<file path="config.mk">
export PLATFORM = sky130hd
export DESIGN_NAME = throttle_pwm_map
export DESIGN_NICKNAME = d
export VERILOG_FILES = /design/src/rtl/tpm_pkg.sv /design/src/rtl/tpm_calib.sv /design/src/rtl/tpm_map.sv /design/src/rtl/tpm_pwm.sv /design/src/rtl/throttle_pwm_map.sv
export SDC_FILE = /design/constraint.sdc
export NUM_CORES = 1
export LEC_CHECK = 0
export BUFFER_PORTS_ARGS = -buffer_cell sky130_fd_sc_hd__buf_2
export CAP_MARGIN = 20
export CELL_PAD_IN_SITES_DETAIL_PLACEMENT = 1
export CELL_PAD_IN_SITES_GLOBAL_PLACEMENT = 1
export CORE_MARGIN = 1.5
export CORE_UTILIZATION = 32
export DETAILED_ROUTE_END_ITERATION = 6
export PLACE_DENSITY = 0.62
export SLEW_MARGIN = 30
export SYNTH_ARGS = -nofsm -noshare
export SYNTH_HDL_FRONTEND = slang
export SYNTH_SLANG_ARGS = --single-unit
</file>
<file path="constraint.sdc">
create_clock -name clk -period 4.7 [get_ports clk]
set_input_delay 0.235 -clock clk [delete_from_list [all_inputs] [get_ports clk]]
set_output_delay 0.235 -clock clk [all_outputs]
set_load 0.03 [all_outputs]
</file>
<file path="src/rtl/tpm_pkg.sv">
package tpm_pkg;
  localparam int PW_W = 8;
  typedef enum logic [1:0] {
    CAL_WAIT   = 2'd0,
    CAL_COUNT  = 2'd1,
    CAL_LOCKED = 2'd2
  } cal_state_e;
endpackage

</file>
<file path="src/rtl/tpm_calib.sv">
module tpm_calib
  import tpm_pkg::*;
#(
  parameter int           REPEATS = 10,
  parameter logic [7:0]   CEILING = 8'h82
) (
  input  logic            clk,
  input  logic            rst_n,
  input  logic [PW_W-1:0] pw,
  input  logic            accept,
  output logic            locked,
  output logic            load_pulse,
  output logic [PW_W-1:0] stop_val
);
  localparam int CNT_W = $clog2(REPEATS + 1);

  cal_state_e            state_q, state_d;
  logic [PW_W-1:0]       ref_q, ref_d;
  logic [CNT_W-1:0]      cnt_q, cnt_d;
  logic                  load_q, load_d;
  logic                  low_ok;

  assign low_ok = accept && (pw < CEILING);

  always_comb begin
    state_d = state_q;
    ref_d   = ref_q;
    cnt_d   = cnt_q;
    load_d  = 1'b0;
    unique case (state_q)
      CAL_WAIT: begin
        if (low_ok) begin
          ref_d   = pw;
          cnt_d   = CNT_W'(1);
          state_d = CAL_COUNT;
        end
      end
      CAL_COUNT: begin
        if (low_ok) begin
          if (pw == ref_q) begin
            cnt_d = cnt_q + CNT_W'(1);
            if (cnt_q + CNT_W'(1) == CNT_W'(REPEATS)) begin
              state_d = CAL_LOCKED;
              load_d  = 1'b1;
            end
          end else begin
            cnt_d   = '0;
            state_d = CAL_WAIT;
          end
        end
      end
      default: ;
    endcase
  end

  always_ff @(posedge clk or negedge rst_n) begin
    if (!rst_n) begin
      state_q <= CAL_WAIT;
      ref_q   <= '0;
      cnt_q   <= '0;
      load_q  <= 1'b0;
    end else begin
      state_q <= state_d;
      ref_q   <= ref_d;
      cnt_q   <= cnt_d;
      load_q  <= load_d;
    end
  end

  assign locked     = (state_q == CAL_LOCKED);
  assign load_pulse = load_q;
  assign stop_val   = ref_q;

  p_count_bound_r2: assert property (@(posedge clk) disable iff (!rst_n)
    cnt_q <= CNT_W'(REPEATS));

  p_ignore_high_r1: assert property (@(posedge clk) disable iff (!rst_n)
    (accept && !locked && pw >= CEILING) |=> ($stable(cnt_q) && $stable(ref_q)));
endmodule

</file>
<file path="src/rtl/tpm_map.sv">
module tpm_map
  import tpm_pkg::*;
#(
  parameter logic [7:0] RUN_OFS   = 8'd2,
  parameter logic [7:0] BRAKE_OFS = 8'd1,
  parameter logic [7:0] FT_OFS    = 8'h3C,
  parameter logic [7:0] NOM_PER   = 8'd60
) (
  input  logic            clk,
  input  logic            rst_n,
  input  logic            locked,
  input  logic            load_pulse,
  input  logic [PW_W-1:0] stop_val,
  input  logic [PW_W-1:0] pw,
  input  logic            accept,
  output logic [PW_W-1:0] duty_req,
  output logic [PW_W-1:0] per_req,
  output logic            ft_led,
  output logic            brake_zone
);
  logic [PW_W-1:0] ft_q, ft_d, duty_q, duty_d, per_q, per_d;
  logic            led_q, led_d, brk_q, brk_d;
  logic [PW_W-1:0] run_th, brake_th, ft_base;
  logic            take;

  assign run_th   = stop_val + RUN_OFS;
  assign brake_th = (stop_val >= BRAKE_OFS) ? (stop_val - BRAKE_OFS) : '0;
  assign ft_base  = load_pulse ? (stop_val + FT_OFS) : ft_q;
  assign take     = locked && accept;

  always_comb begin
    ft_d   = ft_base;
    duty_d = duty_q;
    per_d  = per_q;
    led_d  = led_q;
    brk_d  = brk_q;
    if (take) begin
      if (pw > ft_base) ft_d = pw - 8'd1;
      brk_d = (pw < brake_th);
      if (pw >= ft_base) begin
        duty_d = ft_d - run_th;
        per_d  = ft_d - run_th;
        led_d  = 1'b1;
      end else if (pw > run_th) begin
        duty_d = pw - run_th;
        per_d  = NOM_PER;
        led_d  = 1'b0;
      end else begin
        duty_d = '0;
        per_d  = NOM_PER;
        led_d  = 1'b0;
      end
    end
  end

  always_ff @(posedge clk or negedge rst_n) begin
    if (!rst_n) begin
      ft_q   <= '0;
      duty_q <= '0;
      per_q  <= NOM_PER;
      led_q  <= 1'b0;
      brk_q  <= 1'b0;
    end else begin
      ft_q   <= ft_d;
      duty_q <= duty_d;
      per_q  <= per_d;
      led_q  <= led_d;
      brk_q  <= brk_d;
    end
  end

  assign duty_req   = duty_q;
  assign per_req    = per_q;
  assign ft_led     = led_q;
  assign brake_zone = brk_q;

  p_led_needs_cal_r3: assert property (@(posedge clk) disable iff (!rst_n)
    ft_led |-> locked);

  p_ft_monotonic_r7: assert property (@(posedge clk) disable iff (!rst_n)
    (locked && $past(locked)) |-> (ft_q >= $past(ft_q)));
endmodule

</file>
<file path="src/rtl/tpm_pwm.sv">
module tpm_pwm
  import tpm_pkg::*;
#(
  parameter int         TICK_DIV = 625,
  parameter logic [7:0] NOM_PER  = 8'd60
) (
  input  logic            clk,
  input  logic            rst_n,
  input  logic [PW_W-1:0] duty_req,
  input  logic [PW_W-1:0] per_req,
  input  logic            force_off,
  output logic            pwm_out,
  output logic [PW_W-1:0] duty_now,
  output logic [PW_W-1:0] per_now
);
  localparam int DIV_W = (TICK_DIV > 1) ? $clog2(TICK_DIV) : 1;

  logic [DIV_W-1:0] div_q, div_d;
  logic [PW_W-1:0]  cnt_q, cnt_d, duty_q, duty_d, per_q, per_d;
  logic             tick, boundary;

  assign tick     = (div_q == DIV_W'(TICK_DIV - 1));
  assign boundary = tick && ({1'b0, cnt_q} + 9'd1 >= {1'b0, per_q});

  always_comb begin
    div_d  = tick ? '0 : div_q + DIV_W'(1);
    cnt_d  = cnt_q;
    duty_d = duty_q;
    per_d  = per_q;
    if (boundary) begin
      cnt_d  = '0;
      duty_d = force_off ? '0 : duty_req;
      per_d  = per_req;
    end else if (tick) begin
      cnt_d  = cnt_q + 8'd1;
    end
  end

  always_ff @(posedge clk or negedge rst_n) begin
    if (!rst_n) begin
      div_q  <= '0;
      cnt_q  <= '0;
      duty_q <= '0;
      per_q  <= NOM_PER;
    end else begin
      div_q  <= div_d;
      cnt_q  <= cnt_d;
      duty_q <= duty_d;
      per_q  <= per_d;
    end
  end

  assign pwm_out  = !force_off && (cnt_q < duty_q);
  assign duty_now = duty_q;
  assign per_now  = per_q;

  p_cnt_in_period_r9: assert property (@(posedge clk) disable iff (!rst_n)
    cnt_q < per_q || per_q == 8'd0 || $changed(per_q));
endmodule

</file>
<file path="src/rtl/throttle_pwm_map.sv">
module throttle_pwm_map
  import tpm_pkg::*;
#(
  parameter int TICK_DIV = 625
) (
  input  logic       clk,
  input  logic       rst_n,
  input  logic [7:0] pulse_width,
  input  logic       pulse_valid,
  input  logic       run_en,
  input  logic       force_off,
  output logic       pwm_out,
  output logic       ft_led,
  output logic       brake_zone,
  output logic       calibrated,
  output logic [7:0] duty_ticks,
  output logic [7:0] period_ticks
);
  localparam logic [7:0] NOM_PER = 8'd60;

  logic            accept, locked, load_pulse;
  logic [PW_W-1:0] stop_val, duty_req, per_req;

  assign accept = pulse_valid && run_en;

  tpm_calib #(.REPEATS(10), .CEILING(8'h82)) u_calib (
    .clk(clk), .rst_n(rst_n), .pw(pulse_width), .accept(accept),
    .locked(locked), .load_pulse(load_pulse), .stop_val(stop_val)
  );

  tpm_map #(.RUN_OFS(8'd2), .BRAKE_OFS(8'd1), .FT_OFS(8'h3C), .NOM_PER(NOM_PER)) u_map (
    .clk(clk), .rst_n(rst_n), .locked(locked), .load_pulse(load_pulse),
    .stop_val(stop_val), .pw(pulse_width), .accept(accept),
    .duty_req(duty_req), .per_req(per_req), .ft_led(ft_led), .brake_zone(brake_zone)
  );

  tpm_pwm #(.TICK_DIV(TICK_DIV), .NOM_PER(NOM_PER)) u_pwm (
    .clk(clk), .rst_n(rst_n), .duty_req(duty_req), .per_req(per_req),
    .force_off(force_off), .pwm_out(pwm_out),
    .duty_now(duty_ticks), .per_now(period_ticks)
  );

  assign calibrated = locked;

  p_no_drive_uncal_r3: assert property (@(posedge clk) disable iff (!rst_n)
    !calibrated |-> !pwm_out);

  p_force_low_r10: assert property (@(posedge clk) disable iff (!rst_n)
    force_off |-> !pwm_out);
endmodule

</file>
---- Word level (Yosys, flattened, before mapping) ----
Index checks and enable logic that the tools add are counted.
storage, ports and cells
  register bits after elaboration ......... 75
  output and inout port bits .............. 20
  word-level logic and storage cells ...... 77
cells by class
  add/sub/neg operators ................... 10
  $lt $le $gt $ge ......................... 8
  equal/unequal tests ..................... 8
  multiplexer cells ....................... 26
  reduce and logical (&&, ||, !) cells .... 12
operators with widths
  operator                                                                count
  8-bit two-way mux                                                       11
  8-bit greater-than comparator                                           2
  8-bit < comparator                                                      2
  8-bit by 1-bit subtractor with 8-bit output (second input constant)     2
  8-bit subtractor                                                        2
  4-bit two-way mux                                                       3
  10-bit by 1-bit adder with 10-bit output (second input constant)        1
  10-bit equality test (second input constant)                            1
  10-bit two-way mux                                                      1
  8-bit by 1-bit adder with 9-bit output (second input constant)          1
  9-bit by 8-bit >= comparator with 1-bit output                          1
  8-bit by 1-bit adder with 8-bit output (second input constant)          1
  8-bit by 2-bit adder with 8-bit output (second input constant)          1
  8-bit by 6-bit adder with 8-bit output (second input constant)          1
  8-bit equality test                                                     1
  8-bit by 1-bit >= comparator with 1-bit output (second input constant)  1
  8-bit >= comparator                                                     1
  8-bit < comparator (second input constant)                              1
  2-bit two-way mux                                                       4
  4-bit one-hot mux with 2 select lines                                   1
  1-bit logical AND                                                       5
  1-bit two-way mux                                                       5
  4-bit by 1-bit adder with 4-bit output (second input constant)          1
  4-bit equality test (second input constant)                             1
  11 further kinds                                                        13

---- Longest topological paths before layout ----
  word-level depth ........................ 7
  mapped depth ............................ 26
  mapped depth without buffers ............ 24

---- Cells and area by module ----
Synthesis repeated with hierarchy kept, for this count alone.
second synthesis, totals
  cell total of the unflattened synthesis .. 602
  area total of the unflattened synthesis .. 5674.2 um2
modules (own cells, without submodules)
  module            times used  cells each  area an instance (um2)  seq. area each (um2)
  tpm_map           1           334         2862.7                  655.6
  tpm_pwm           1           197         2004.4                  855.8
  tpm_calib         1           70          800.8                   375.4
  throttle_pwm_map  1           1           6.3                     0.0

---- Least setup slack after synthesis ----
No wires, ideal clock.
  path type ............................... reg-to-reg
  start point ............................. register u_calib.ref_q[2], in the netlist u_calib.stop_val[2]
  end point ............................... register u_map.duty_q[5], in the netlist u_map.duty_req[5]
  data arrival time ....................... 4.326 ns
  data required time ...................... 4.574 ns
  setup slack ............................. 0.248 ns
  cell stages (with the launch flop) ...... 24
  clock period less this slack ............ 4.452 ns
  path through ............................ dfrtp_1 -> buf_2 -> inv_1 -> ha_1 -> buf_2 -> xnor2_1 -> nand2_1 -> o21ai_0 -> ha_1 -> nand3_1 -> o22ai_1 -> a21oi_1 -> maj3_1 -> a21oi_4 -> mux2i_1 -> ha_1 -> nor2b_1 -> o21ai_0 -> a21boi_0 -> o21ai_0 -> nor2b_1 -> xnor2_1 -> a221oi_1 -> nor2_1
between the ends
  cells in the longest elaborated chain, start to end .. 7
  elaborated cells between the ends (all ways) .. 12
RTL lines
  item                                    RTL line         text
  from (decl)                             tpm_calib.sv:18  logic [PW_W-1:0] ref_q, ref_d;
  from (signal assigned)                  tpm_calib.sv:64  ref_q <= ref_d;
  8-bit by 6-bit adder with 8-bit output  tpm_map.sv:28    assign ft_base = load_pulse ? (stop_val + FT_OFS) : ft_q;
  8-bit two-way mux                       tpm_map.sv:28
  8-bit greater-than comparator           tpm_map.sv:38    if (pw > ft_base) ft_d = pw - 8'd1;
  8-bit two-way mux                       tpm_map.sv:38
  8-bit two-way mux                       tpm_map.sv:37    if (take) begin
  8-bit subtractor                        tpm_map.sv:41    duty_d = ft_d - run_th;
  8-bit two-way mux *                     tpm_map.sv:40    if (pw >= ft_base) begin
  to (signal assigned)                    tpm_map.sv:65    duty_q <= duty_d;
  to (decl)                               tpm_map.sv:21    logic [PW_W-1:0] ft_q, ft_d, duty_q, duty_d, per_q, per_d;
Mark *: on every way between the ends. The rest lies on a longest branch, timed or not. The select of a mux whose other input is x is not followed.
A chain may end at the register's enable or synchronous reset.

---- Final worst setup path ----
  start point ............................. register u_calib.load_q, in the netlist u_calib.load_pulse
  end point ............................... register u_map.duty_q[5], in the netlist u_map.duty_req[5]
between the ends
  cells in the longest elaborated chain, start to end .. 6
  elaborated cells between the ends (all ways) .. 7
RTL lines
  item                           RTL line         text
  from (decl)                    tpm_calib.sv:20  logic load_q, load_d;
  from (signal assigned)         tpm_calib.sv:66  load_q <= load_d;
  8-bit two-way mux *            tpm_map.sv:28
  8-bit greater-than comparator  tpm_map.sv:38
  8-bit two-way mux              tpm_map.sv:38
  8-bit two-way mux              tpm_map.sv:37
  8-bit subtractor               tpm_map.sv:41
  8-bit two-way mux *            tpm_map.sv:40
Marks and branches as above.

==> flow_metrics.env <==
export IMPL_status="completed"
export IMPL_multi_input_area_um2=3370
export IMPL_post_cts_repair_setup_buffers=0
export IMPL_p_sw_share_pct=39.2
export IMPL_async_flop_share_pct=100
export IMPL_synthDominantCellAreaShare_pct=30.6
export IMPL_setup_ws_ps=335
export IMPL_first_global_vias=4611
export IMPL_rsz0062_at_grt="no"
export IMPL_crit_arrival_ps=4590
export IMPL_timing_fmax_mhz=229
export IMPL_path_class="flip-flop to flip-flop"
export IMPL_grt_usage_pct=17.3
export IMPL_synth_edf_count=0
export IMPL_cap_viol_max_count=0
export IMPL_wl_per_cell_um=17.4
export IMPL_initial_core_util_pct=33.0
export IMPL_nets=700
export IMPL_ys_seq_area_share_pct=34.4
export IMPL_clkPwrFrac_pct=26.0
export IMPL_netlist_area_um2=5490
export IMPL_cts_sinks=75
export IMPL_place_congestion=0.819
export IMPL_diodes=0
export IMPL_syn_to_final_growth_pct=12.5
export IMPL_drt_iter0_markers=132
export IMPL_grt_max_degree=76
export IMPL_synth_most_common_cell="nand2_1"
export IMPL_hold_depth=3
export IMPL_p_leak_nw=2.78
export IMPL_post_place_cells=837
export IMPL_net_switching_power_uw=967
export IMPL_cts_tree="built"
export IMPL_crit_path_cell_trace="mux2i_1 > ha_1 > nor2b_1 > o21bai_1 > a21oi_1 > maj3_1 > a21oi_4 > buf_4 > mux2i_1 > ha_1 > o21ai_0 > a21boi_1 > o21ai_1 > nor2b_1 > xnor2_1 > a221oi_1 > nor2_1"
export IMPL_cp_end_kind="flip-flop"
export IMPL_n_fill_cell=1963
export IMPL_cts_root_buf="clkbuf_16"
export IMPL_crit_required_ps=4920
export IMPL_cts_inserted_buffers=9
export IMPL_dieArea_um2=17900
export IMPL_synth_seq_cells=75
export IMPL_synthFlopType="dfrtp_1"
export IMPL_die_h_um=134
export IMPL_fp_row_count=47
export IMPL_critical_path_max_stage_delay_ps=660
export IMPL_viasPerCell=5.10
export IMPL_final_max_slew_viol_count=0
export IMPL_hold_class="input port to flip-flop"
export IMPL_cts_max_level=3
export IMPL_yosys_area_top_type="dfrtp_1"
export IMPL_fin_crit_sh_pct=92.9
export IMPL_reg2reg_to="u_map.duty_req[5]"
export IMPL_hold_end="u_calib.stop_val[0]"
export IMPL_irDropWorstVdd_uv=281
export IMPL_timing_rr_start="u_calib.load_pulse"
export IMPL_cp_top_family="compound AO/OA/AOI/OAI gates"
export IMPL_via_count=4359
export IMPL_hold_viol_final=0
export IMPL_internal_power_mw=1.50
export IMPL_io_buffer_count=32
export IMPL_crit_fanout=12
export IMPL_path_buf_inv=1
export IMPL_insertion_delay_ps=340
export IMPL_cp_slowest_cell="dfrtp_1"
export IMPL_power_frac_seq_pct=30.1
export IMPL_reg2regPathDepth=17
export IMPL_finalSetupTns_ps=0
export IMPL_hold_start="pulse_width[0]"
export IMPL_yosysUniqueCellTypes=60
export IMPL_synth_warnings=0
export IMPL_syn_num_nets=669
export IMPL_max_slew_margin_pct=33.6
export IMPL_drive_gt1_share_pct=14.8
export IMPL_fin_cells=854
export IMPL_share_comb_of_total_power_pct=43.9
export IMPL_grt_pass1_wl_mm=24.3
export IMPL_overflow=0
export IMPL_dieWidth_um=134
export IMPL_fin_skew_ps=7.16
export IMPL_coreArea_um2=16600
export IMPL_synth_area_leaders="dfrtp_1 31%, ha_1 13%, xnor2_1 4.9%"
export IMPL_seqCellArea_um2=1890
export IMPL_p_per_area_nw_per_um2=399
export IMPL_period_minus_slack_ps=4360
export IMPL_drc=0
export IMPL_ys_top_cells_by_count="72 x nand2_1, 67 x dfrtp_1, 56 x ha_1, 49 x nor2_1, 35 x o21ai_0"
export IMPL_r2r_setup_slack_ps=340
export IMPL_syn_avg_cell_area_um2=9.17
export IMPL_start_kind="flip-flop"
export IMPL_hpwlAfterDp_mm=11.1
export IMPL_setup_violations_final=0
export IMPL_syn_inst=598
export IMPL_drtAntennaViolNets=0
export IMPL_drt_wl_total_mm=14.8
export IMPL_tightest_slew_ps=997
export IMPL_clockBufferDepth=2
export IMPL_clk_pin_slew_worst_paths_ps=60
export IMPL_antenna_found_initial=0
export IMPL_dpl_worst_slack_ps=217
export IMPL_drt_pass1_iter_count=4
export IMPL_io_pins=33
-- worst max path at each step --
stage | startpoint | endpoint | slack [ps] | cells past startpoint
4_1_cts | u_calib.stop_val[2] | u_map.duty_req[5] | 180 | 19
6_report | u_calib.load_pulse | u_map.duty_req[5] | 340 | 17
2_1_floorplan | u_calib.stop_val[2] | u_map.duty_req[5] | 250 | 23
3_5_place_dp | u_calib.stop_val[2] | u_map.duty_req[5] | 220 | 19
5_1_grt | u_calib.stop_val[2] | u_map.per_req[7] | 10 | 18
3_3_place_gp | u_calib.stop_val[2] | u_map.duty_req[5] | 390 | 21
-- flip-flops by register name, indices dropped and copies added, names as in the netlist --
signal,count
u_pwm.div_q,10
u_calib.stop_val,8
u_map.duty_req,8
u_map.ft_q,8
u_map.per_req,8
u_pwm.cnt_q,8
u_pwm.duty_now,8
u_pwm.per_now,8
u_calib.cnt_q,4
u_calib.state_q,2
u_calib.load_pulse,1
u_map.brake_zone,1
u_map.ft_led,1
-- routing by layer --
layer	GRT usage, %	up-vias	share of wire (%)
li1	-	2128	-
met1	21.5	2167	47
met2	30.9	55	49
met3	3.63	9	2.9
met4	3.74	0	1.0
met5	0	-	0
-- what timing repair did --
item | in CTS | in global routing
hold buffers | 1 | 0
endpoints found under the setup margin | 0 | 6
endpoints found under the hold margin | 67 | 0
resized for setup | 0 | 5
-- cells by family (layout without fill, tap and decap cells) --
logic type                 count (synthesis)  in the layout  synth area share, %
DFF                                       75             75                 34.4
adders and majority gates                 61             61                 14.1
AOI/OAI and AO/OA                        115            115                 13.5
xor gates and xnor gates                  52             52                 8.30
buffers and inverters                     56             92                 4.47
muxes                                     36             36                 7.07
and+or+nand+nor                          203            203                 18.2
-- power by group through the flow --
| stage | combinational [mW] | clock [mW] | sequential, mW |
|---|---|---|---|
| after detailed placement | 1.08 | 0 | 0.752 |
| after global placement | 1.04 | 0 | 0.750 |
| final | 1.08 | 0.640 | 0.743 |
| after global routing | 1.23 | 0.697 | 0.747 |
| after floorplan | 0.821 | 0 | 0.726 |
| after CTS | 1.09 | 0.667 | 0.740 |
-- layout make-up --
class                      count  share of cell area, %
clock inverter                 6                  0.649
multi-input combinational    467                   54.5
tap                          220                   4.46
sequential                    75                   30.6
inverter                      33                   2.01
clock buffer                  10                   3.71
timing repair buffer          43                   4.07
-- layout by cell type, fill, tap and decap left out, drive strengths merged, types with 2 or more instances in the layout --
master	synthesis	final
inv	33	35
and3	3	3
or4	2	2
clkbuf	12	10
buf	11	42
clkinv	0	3
dfrtp	67	67
a21boi	2	2
maj3	3	3
ha	56	56
a21o	13	13
o21ai	37	37
nor2	49	49
a21oi	27	27
nand4	6	6
xnor2	31	31
mux2	13	13
nor4	4	4
nand2b	14	14
dfstp	8	8
nand2	72	72
o21bai	3	3
xor2	21	21
o22ai	8	8
nor3	9	9
a211oi	3	3
a221oi	4	4
or2	5	5
o211ai	2	2
mux2i	23	23
o31ai	2	2
nand3	14	14
nor3b	5	5
nor2b	14	14
fa	2	2
a31oi	6	6
-- tightest hold or removal path, delay by kind of cell --
kind / cells / cell delay (ps)
buf+inv: 1 / 160
simple gates: 1 / 80
compound gates: 1 / 70
-- through the flow --
stage               power, mW  area [µm²]  utilization (%)  hold slack (ps)
finish                   2.47        6170             37.1              253
global route             2.67        6170             37.1              235
CTS                      2.49        6160             37.0              237
detailed placement       1.83        5890             35.4              332
global placement         1.79        5880             35.3              448
floorplan                1.55        5490                -            -60.6
Power figures use the tool's default switching activity.
